`src/rtl/lpm_pkg.sv`:
```
package lpm_pkg;

    localparam int MODE_W = 4;
    localparam int REQ_W  = 3;

    typedef enum logic [MODE_W-1:0] {
        M_RUN    = 4'd0,
        M_WAIT   = 4'd1,
        M_LPRUN  = 4'd2,
        M_LPWAIT = 4'd3,
        M_STOP   = 4'd4,
        M_LPSTOP = 4'd5,
        M_RETAIN = 4'd6,
        M_OFF    = 4'd7,
        M_EMU    = 4'd8,
        M_WAKE   = 4'd9
    } lpm_mode_e;

    typedef struct packed {
        logic reg_run;
        logic clksrc_en;
        logic sysclk_gate;
        logic coreclk_gate;
        logic dbg_access;
        logic periph_block;
    } lpm_ctl_s;

    // Whether a run-class mode may move to the requested mode.
    function automatic logic accept_req(lpm_mode_e base, lpm_mode_e tgt);
        logic ok;
        unique case (tgt)
            M_RUN:    ok = (base == M_LPRUN);
            M_WAIT:   ok = (base == M_RUN);
            M_LPRUN:  ok = (base == M_RUN);
            M_LPWAIT: ok = (base == M_LPRUN);
            M_STOP, M_LPSTOP, M_RETAIN, M_OFF: ok = 1'b1;
            default:  ok = 1'b0;
        endcase
        return ok;
    endfunction

    function automatic logic is_stop_req(lpm_mode_e tgt);
        return (tgt == M_STOP) || (tgt == M_LPSTOP);
    endfunction

    // Modes in which the debugger handshake is served.
    function automatic logic ack_mode(lpm_mode_e m);
        return (m == M_RUN) || (m == M_WAIT) || (m == M_LPRUN) ||
               (m == M_LPWAIT) || (m == M_EMU);
    endfunction

endpackage

```
`src/rtl/lpm_wake_timer.sv`:
```
module lpm_wake_timer #(
    parameter int WAKE_CYC = 4
) (
    input  logic clk,
    input  logic rst_n,
    input  logic load_i,
    output logic done_o
);
    localparam int CNT_W = (WAKE_CYC > 1) ? $clog2(WAKE_CYC) : 1;
    localparam logic [CNT_W-1:0] LOAD_VAL = CNT_W'(WAKE_CYC - 1);

    logic [CNT_W-1:0] cnt_q;

    always_ff @(posedge clk) begin
        if (!rst_n) begin
            cnt_q <= '0;
        end else if (load_i) begin
            cnt_q <= LOAD_VAL;
        end else if (cnt_q != '0) begin
            cnt_q <= cnt_q - 1'b1;
        end
    end

    assign done_o = (cnt_q == '0);
endmodule

```
`src/rtl/lpm_mode_fsm.sv`:
```
module lpm_mode_fsm
    import lpm_pkg::*;
(
    input  logic             clk,
    input  logic             rst_n,
    input  logic             req_valid_i,
    input  logic [REQ_W-1:0] req_mode_i,
    input  logic             wake_i,
    input  logic             emu_ok_i,
    input  logic             wake_done_i,
    output lpm_mode_e        state_o,
    output logic             wake_load_o
);
    lpm_mode_e state_q, state_d;
    lpm_mode_e home_q, home_d;
    lpm_mode_e tgt;

    assign tgt = lpm_mode_e'({1'b0, req_mode_i});

    always_ff @(posedge clk) begin
        if (!rst_n) begin
            state_q <= M_RUN;
            home_q  <= M_RUN;
        end else begin
            state_q <= state_d;
            home_q  <= home_d;
        end
    end

    always_comb begin
        state_d = state_q;
        home_d  = home_q;
        unique case (state_q)
            M_RUN, M_LPRUN: begin
                home_d = state_q;
                if (req_valid_i && accept_req(state_q, tgt)) begin
                    state_d = (emu_ok_i && is_stop_req(tgt)) ? M_EMU : tgt;
                end
            end
            M_WAIT, M_LPWAIT, M_STOP, M_LPSTOP, M_RETAIN, M_EMU: begin
                if (wake_i) state_d = M_WAKE;
            end
            M_OFF: begin
                if (wake_i) begin
                    state_d = M_WAKE;
                    home_d  = M_RUN;
                end
            end
            M_WAKE: begin
                if (wake_done_i) state_d = home_q;
            end
            default: state_d = M_RUN;
        endcase
    end

    assign state_o     = state_q;
    assign wake_load_o = (state_d == M_WAKE) && (state_q != M_WAKE);
endmodule

```
`src/rtl/lpm_out_decode.sv`:
```
module lpm_out_decode
    import lpm_pkg::*;
(
    input  lpm_mode_e state_i,
    input  logic      secure_i,
    output lpm_ctl_s  ctl_o
);
    lpm_ctl_s base;

    always_comb begin
        base = '0;
        unique case (state_i)
            M_RUN:    base = '{1'b1, 1'b1, 1'b0, 1'b0, 1'b1, 1'b0};
            M_WAIT:   base = '{1'b1, 1'b1, 1'b0, 1'b1, 1'b1, 1'b0};
            M_LPRUN:  base = '{1'b0, 1'b1, 1'b0, 1'b0, 1'b1, 1'b0};
            M_LPWAIT: base = '{1'b0, 1'b1, 1'b0, 1'b1, 1'b1, 1'b0};
            M_STOP:   base = '{1'b1, 1'b0, 1'b1, 1'b1, 1'b0, 1'b0};
            M_LPSTOP: base = '{1'b0, 1'b0, 1'b1, 1'b1, 1'b0, 1'b0};
            M_RETAIN: base = '{1'b0, 1'b0, 1'b1, 1'b1, 1'b0, 1'b0};
            M_OFF:    base = '{1'b0, 1'b0, 1'b1, 1'b1, 1'b0, 1'b0};
            M_EMU:    base = '{1'b1, 1'b1, 1'b1, 1'b0, 1'b1, 1'b1};
            M_WAKE:   base = '{1'b1, 1'b1, 1'b1, 1'b1, 1'b0, 1'b0};
            default:  base = '{1'b1, 1'b1, 1'b0, 1'b0, 1'b0, 1'b0};
        endcase
        ctl_o = base;
        ctl_o.dbg_access = base.dbg_access & ~secure_i;
    end
endmodule

```
`src/rtl/lpm_dbg_ack.sv`:
```
module lpm_dbg_ack #(
    parameter int N_LINES = 2
) (
    input  logic               clk,
    input  logic               rst_n,
    input  logic [N_LINES-1:0] req_i,
    input  logic               allow_i,
    output logic [N_LINES-1:0] ack_o
);
    for (genvar i = 0; i < N_LINES; i++) begin : g_line
        logic ack_q;
        always_ff @(posedge clk) begin
            if (!rst_n) ack_q <= 1'b0;
            else        ack_q <= req_i[i] & allow_i;
        end
        assign ack_o[i] = ack_q;
    end
endmodule

```
`src/rtl/lpm_ctrl.sv`:
```
module lpm_ctrl
    import lpm_pkg::*;
#(
    parameter int WAKE_CYC = 4
) (
    input  logic              clk,
    input  logic              rst_n,
    input  logic              secure_i,
    input  logic              req_valid_i,
    input  logic [REQ_W-1:0]  req_mode_i,
    input  logic              wake_i,
    input  logic              sys_pwr_req_i,
    input  logic              dbg_pwr_req_i,
    output logic              sys_pwr_ack_o,
    output logic              dbg_pwr_ack_o,
    output logic [MODE_W-1:0] mode_o,
    output logic              reg_run_o,
    output logic              clksrc_en_o,
    output logic              sysclk_gate_o,
    output logic              coreclk_gate_o,
    output logic              dbg_core_access_o,
    output logic              periph_block_o
);
    lpm_mode_e  state;
    logic       wake_load;
    logic       wake_done;
    logic       emu_ok;
    logic       ack_allow;
    logic [1:0] ack;
    lpm_ctl_s   ctl;

    assign emu_ok    = sys_pwr_req_i & dbg_pwr_req_i & ~secure_i;
    assign ack_allow = ack_mode(state) & ~secure_i;

    lpm_mode_fsm u_fsm (
        .clk         (clk),
        .rst_n       (rst_n),
        .req_valid_i (req_valid_i),
        .req_mode_i  (req_mode_i),
        .wake_i      (wake_i),
        .emu_ok_i    (emu_ok),
        .wake_done_i (wake_done),
        .state_o     (state),
        .wake_load_o (wake_load)
    );

    lpm_wake_timer #(.WAKE_CYC(WAKE_CYC)) u_timer (
        .clk    (clk),
        .rst_n  (rst_n),
        .load_i (wake_load),
        .done_o (wake_done)
    );

    lpm_dbg_ack #(.N_LINES(2)) u_ack (
        .clk     (clk),
        .rst_n   (rst_n),
        .req_i   ({dbg_pwr_req_i, sys_pwr_req_i}),
        .allow_i (ack_allow),
        .ack_o   (ack)
    );

    lpm_out_decode u_dec (
        .state_i  (state),
        .secure_i (secure_i),
        .ctl_o    (ctl)
    );

    assign sys_pwr_ack_o     = ack[0];
    assign dbg_pwr_ack_o     = ack[1];
    assign mode_o            = state;
    assign reg_run_o         = ctl.reg_run;
    assign clksrc_en_o       = ctl.clksrc_en;
    assign sysclk_gate_o     = ctl.sysclk_gate;
    assign coreclk_gate_o    = ctl.coreclk_gate;
    assign dbg_core_access_o = ctl.dbg_access;
    assign periph_block_o    = ctl.periph_block;
endmodule

```
`config.mk`:
```
export PLATFORM = sky130hd
export DESIGN_NAME = lpm_ctrl
export DESIGN_NICKNAME = d
export VERILOG_FILES = /design/src/rtl/lpm_pkg.sv /design/src/rtl/lpm_wake_timer.sv /design/src/rtl/lpm_mode_fsm.sv /design/src/rtl/lpm_out_decode.sv /design/src/rtl/lpm_dbg_ack.sv /design/src/rtl/lpm_ctrl.sv
export SDC_FILE = /design/constraint.sdc
export NUM_CORES = 1
export LEC_CHECK = 0
export ABC_AREA = 1
export BUFFER_PORTS_ARGS = -buffer_cell sky130_fd_sc_hd__clkbuf_2
export CORE_ASPECT_RATIO = 1.1
export CORE_MARGIN = 3
export CORE_UTILIZATION = 55
export DETAILED_ROUTE_END_ITERATION = 16
export GPL_ROUTABILITY_DRIVEN = 0
export PLACE_DENSITY = 0.81
export SLEW_MARGIN = 20
export SYNTH_ARGS = -nofsm -noshare
export SYNTH_HDL_FRONTEND = slang
export SYNTH_SLANG_ARGS = --single-unit
```
`constraint.sdc`:
```
create_clock -name clk -period 2.1 [get_ports clk]
set_input_delay 0.105 -clock clk [delete_from_list [all_inputs] [get_ports clk]]
set_output_delay 0.105 -clock clk [all_outputs]
set_load 0.01 [all_outputs]
```
== Word level (Yosys, flattened, before mapping) ==
Memory sizes are Yosys's and may differ from the RTL's. A register that Yosys moved wholly into a read port is not among the register bits.
Index checks and enable logic that the tools add are counted.
Word-level totals
  register bits after elaboration: 12
  bits in latches: 0
  memory bits (writable): 0
  memory bits (read-only): 96
  input bits: 10
  output and inout port bits: 12
  word-level logic and storage cells: 65
  memories kept: 1
Memory list
  (no name shown): depth 16, bits a word 6, rd ports 1, clocked after Yosys merged registers in 1, wr ports 0, line lpm_out_decode.sv:12  | unique case (state_i)
Cells by class
  add/sub/neg operators: 1
  multiply operators: 0
  divide/modulo/power cells: 0
  magnitude comparators: 0
  equality and inequality tests: 19
  shift operators: 0
  mux-type cells: 12
  bitwise gates (word level): 7
  reductions and logical operators: 20
Operators by type and width (count)
  two-way mux 4 bit: 6
  == test 4 x 3 -> 1 bit, second input constant: 4
  == test 3 bit, second input constant: 4
  == test 4 bit, second input constant: 3
  case mux 4 bit (3 select lines): 1
  == test 4 x 2 -> 1 bit, second input constant: 2
  logical NOT 4 bit: 2
  case mux 4 bit (2 select lines): 1
  OR reduction 7 bit: 1
  bitwise AND 1 bit: 6
  == test 3 x 2 -> 1 bit, second input constant: 2
  nonzero test 2 bit: 3
  OR reduction 2 bit: 3
  logical OR 1 bit: 5
  == test 4 x 1 -> 1 bit, second input constant: 1
  two-way mux 2 bit: 2
  != test 4 bit, second input constant: 1
  OR reduction 4 bit: 1
  == test 3 x 1 -> 1 bit, second input constant: 1
  logical AND 1 bit: 3
  case mux 1 bit (3 select lines): 1
  logical NOT 2 bit: 1
  != test 2 bit, second input constant: 1
  AND reduction 2 bit: 1
  other kinds (3): 3

== Logic depth before layout (Yosys ltp) ==
  depth in word-level cells: 10
  gate-level depth with buffers: 13
  mapped depth without buffers: 13

== Hierarchy ==
A second synthesis with hierarchy kept.
Unflattened totals
  cell total of the unflattened synthesis: 138
  area, all modules: 852.1 µm²
Modules (own cells, without submodules)
  lpm_mode_fsm: times used 1, cells each 88, area an instance 561.8 µm²
  lpm_wake_timer: times used 1, cells each 19, area an instance 113.9 µm²
  lpm_dbg_ack: times used 1, cells each 9, area an instance 73.8 µm²
  lpm_out_decode: times used 1, cells each 15, area an instance 73.8 µm²
  lpm_ctrl: times used 1, cells each 7, area an instance 28.8 µm²

== Worst setup path before layout ==
No wires, ideal clock.
  path type: register to register
  from: register u_timer.cnt_q[0]
  to: register u_dec.base[2] (netlist name)
  library setup time: 0.116 ns
  data arrival time: 1.239 ns
  required time: 1.984 ns
  slack: 0.745 ns
  stages on the path, launching flop included: 12
  path buffers: 0
  period minus slack after synthesis: 1.355 ns
  path through: dfxtp_1 > inv_1 > ha_1 > inv_1 > o2111ai_1 > nand2_1 > inv_1 > nand2_1 > nand2_2 > inv_2 > nor2_1 > a21oi_2
On the way
  word-level cells in the longest chain between the ends: 4
Ends and longest elaborated chain
  from (decl): line lpm_wake_timer.sv:12  | logic [CNT_W-1:0] cnt_q;
  from (signal assigned): line lpm_wake_timer.sv:20  | cnt_q <= cnt_q - 1'b1;
  logical NOT 2 bit: line lpm_wake_timer.sv:24  | assign done_o = (cnt_q == '0);
  two-way mux 4 bit: line lpm_mode_fsm.sv:50  | if (wake_done_i) state_d = home_q;
  case mux 4 bit (3 select lines): line lpm_mode_fsm.sv:33  | unique case (state_q)
  two-way mux 4 bit (no source line)
No other way between the ends.
A chain may end at the register's enable or synchronous reset.

== Worst setup path in the final report ==
  from: register u_timer.cnt_q[0]
  to: register u_dec.base[2] (netlist name)
On the way
  word-level cells in the longest chain between the ends: 4
Ends and longest elaborated chain (line)
  logical NOT 2 bit: lpm_wake_timer.sv:24
  two-way mux 4 bit: lpm_mode_fsm.sv:50
  case mux 4 bit (3 select lines): lpm_mode_fsm.sv:33
  two-way mux 4 bit (no source line)
No other way between the ends.

==> flow_summary.yaml <==
floorplanning:
  num_rows: 14
  start_util: 0.632
  core_area_mm2: 0.00147
  die_y_um: 49.1
  ios: 22
  die_width_um: 45.2
  die_area_mm2: 0.00222
route:
  drt_iter0_drc: 26
  drc: 0
  wl_per_cell_um: 11.0
  ant_nets: 0
  via_count: 881
  dr.pass1.iters: 4
  drt_wl_total_mm: 1.87
  viasPerCell: 5.18
synth:
  ys_ff_latch: 18
  synth_top_area_cell: "dfxtp_1"
  synth_edf_count: 0
  ys.warnings.count: 0
  synth.area.top_cells: "dfxtp_1 39%, nand2_1 10%, inv_1 8.5%"
  syn_nets: 142
  synth_top_flop_cell: "dfxtp_1"
  mappedNetlistArea_um2: 930
  synth.distinct_cells: 25
  ys_seq_area_frac: 0.388
  synth_top_area_frac: 0.388
  async_reset_ff_frac: 0
  syn_inst: 131
  avgSynthCellArea_um2: 7.10
finish:
  area_growth_pct: 15.3
  final_layout_size_suffix_gt1_frac: 0.331
  layout.cell_area.non_filler_mm2: 0.00107
  fin_util: 0.729
  fin_nets: 167
  diodes: 0
  instances_no_fill: 170
  n_fill_cell: 136
setup_path:
  cp_slowest_cell: "dfxtp_1"
  end_kind: "register"
  critical_path_buf_inv_count: 2
  crit_required_ns: 2.33
  crit_path_start: "u_timer.cnt_q[0]$_SDFFE_PN0P_"
  worst-path-max-fanout: 5
  worstReg2RegStart: "u_timer.cnt_q[0]$_SDFFE_PN0P_"
  path_cells: "inv_1, ha_1, inv_1, nand2_1, a21oi_1, nor2_1, nand2_1, nand2_2, nor2_2, nor2_1, a21oi_2"
  arrival_ns: 1.78
  startpoint_type: "register"
  crit_type: "register to register"
  critPathTopFamily: "simple AND/OR/NAND/NOR gates"
  slowest_delay_ns: 0.36
flow_run:
  cap_violations: 0
grt:
  first_global_vias: 805
  antenna_found_initial: 0
  grt.total_usage: 0.198
  grt_max_degree: 10
  grt_overflow_total: 0
  grt_first_pass_wirelength_mm: 3.27
sta:
  setup_tns_ns: 0
  hold_viol: 0
  period_needed_ns: 1.54
  slew_viol_final: 0
  timing.fmax_mhz: 648
  setup_ws_ns: 0.556
  rsz0062_at_grt: "no"
  worst_slew_pin_slew_ns: 0.314
  skew_ns: 0.000988
  max_slew_margin: 0.788
  setup_viol: 0
  fin_hold_ws_ns: 0.0453
  fin_crit_sh: 0.735
hold_path:
  hp-class: "input port to register"
  worstHoldStart: "sys_pwr_req_i"
clock_tree:
  cts-buffers-inserted: 3
  cts.sinks: 18
  cts_root_buffer: "clkbuf_4"
  htree_levels: 1
  insertion_delay_ns: 0.29
  cts_hold_buf: 0
  cts_tree: "yes"
  clk_path_buf_depth: 2
  clk_pin_slew_worst_paths_ns: 0.09
  cts_resized: 0
  cts_setup_buffers: 0
pwr:
  powerDensity_mw_per_mm2: 807
  p_leak_nw: 0.563
  vdd_drop_max_mv: 0.591
  power_mw: 0.865
status:
  status: "finished, final reports clean"
placed_design:
  place_inst: 167
  port_buffers: 21
  place_ws_ns: 0.590
  placed_area_mm2: 0.00105
  dp_hpwl_mm: 1.53
worst paths after layout:
check                                     endpoint  slack [ns]  cells after the start
setup reg to reg             u_dec.base[2]$_DFF_P_        0.56                     11
hold / removal    u_ack.g_line[0].ack_q$_SDFF_PN0_        0.05                      3
setup / recovery             u_dec.base[2]$_DFF_P_        0.56                     11
hold reg to reg       u_fsm.home_q[2]$_SDFFE_PN0P_        0.45                      2
state kept, by name, summed over array words and instances, names as in the netlist:
register / cells
u_ack.g_line.ack_q: 2
u_fsm.state_o: 4
u_fsm.home_q: 4
u_timer.cnt_q: 2
u_dec.base: 6
placed cells by master, fill, tap and decap left out, drive strengths merged:
cell,instances
a21oi,9
a31oi,1
clkbuf,24
dfxtp,18
ha,1
inv,27
nand2,35
nand3,9
nand4,4
nor2,15
nor3,2
o2111ai,1
o21ai,5
o32ai,1
or2,1
xor2,1
final cells by class:
class,instances,area [um^2],share of cell area
well taps,16,20.0,0.0187
clock buffers,3,22.5,0.0210
inverters,27,104,0.0968
repair buffers,21,105,0.0980
flip-flops and latches,18,360,0.336
multi-input cells,85,460,0.429
cells in the mapped netlist, drive strengths merged (2+ instances only):
| master | instances |
|---|---|
| nor3 | 2 |
| o21ai | 5 |
| inv | 27 |
| nand3 | 9 |
| dfxtp | 18 |
| nor2 | 15 |
| a21oi | 9 |
| nand2 | 35 |
| nand4 | 4 |
worst min-delay path: stages:
cell and delay [ns]:
clkbuf_2 0.09, nand3_1 0.07, nor2_1 0.04
cells by family (layout without fill, tap and decap cells):
logic type | Yosys count | in the layout | share of synthesized area
AOI/OAI and AO/OA | 17 | 17 | 0.109
xor gates and xnor gates | 1 | 1 | 0.00942
adders and majority gates | 1 | 1 | 0.0135
buffers and inverters | 28 | 51 | 0.117
DFF | 18 | 18 | 0.388
and+or+nand+nor | 66 | 66 | 0.363
power by group:
group	switching, mW	internal, mW
combinational	0.187	0.105
clock	0.0983	0.0669
sequential	0.0265	0.381
total	0.312	0.553
layer usage:
metal  global-route usage  part of all wire
met2                0.295              0.45
met5                    0                 0
met3               0.0221             0.052
met1                0.259              0.47
met4                0.132             0.034
Note: power is estimated with default switching activity, not from simulation.
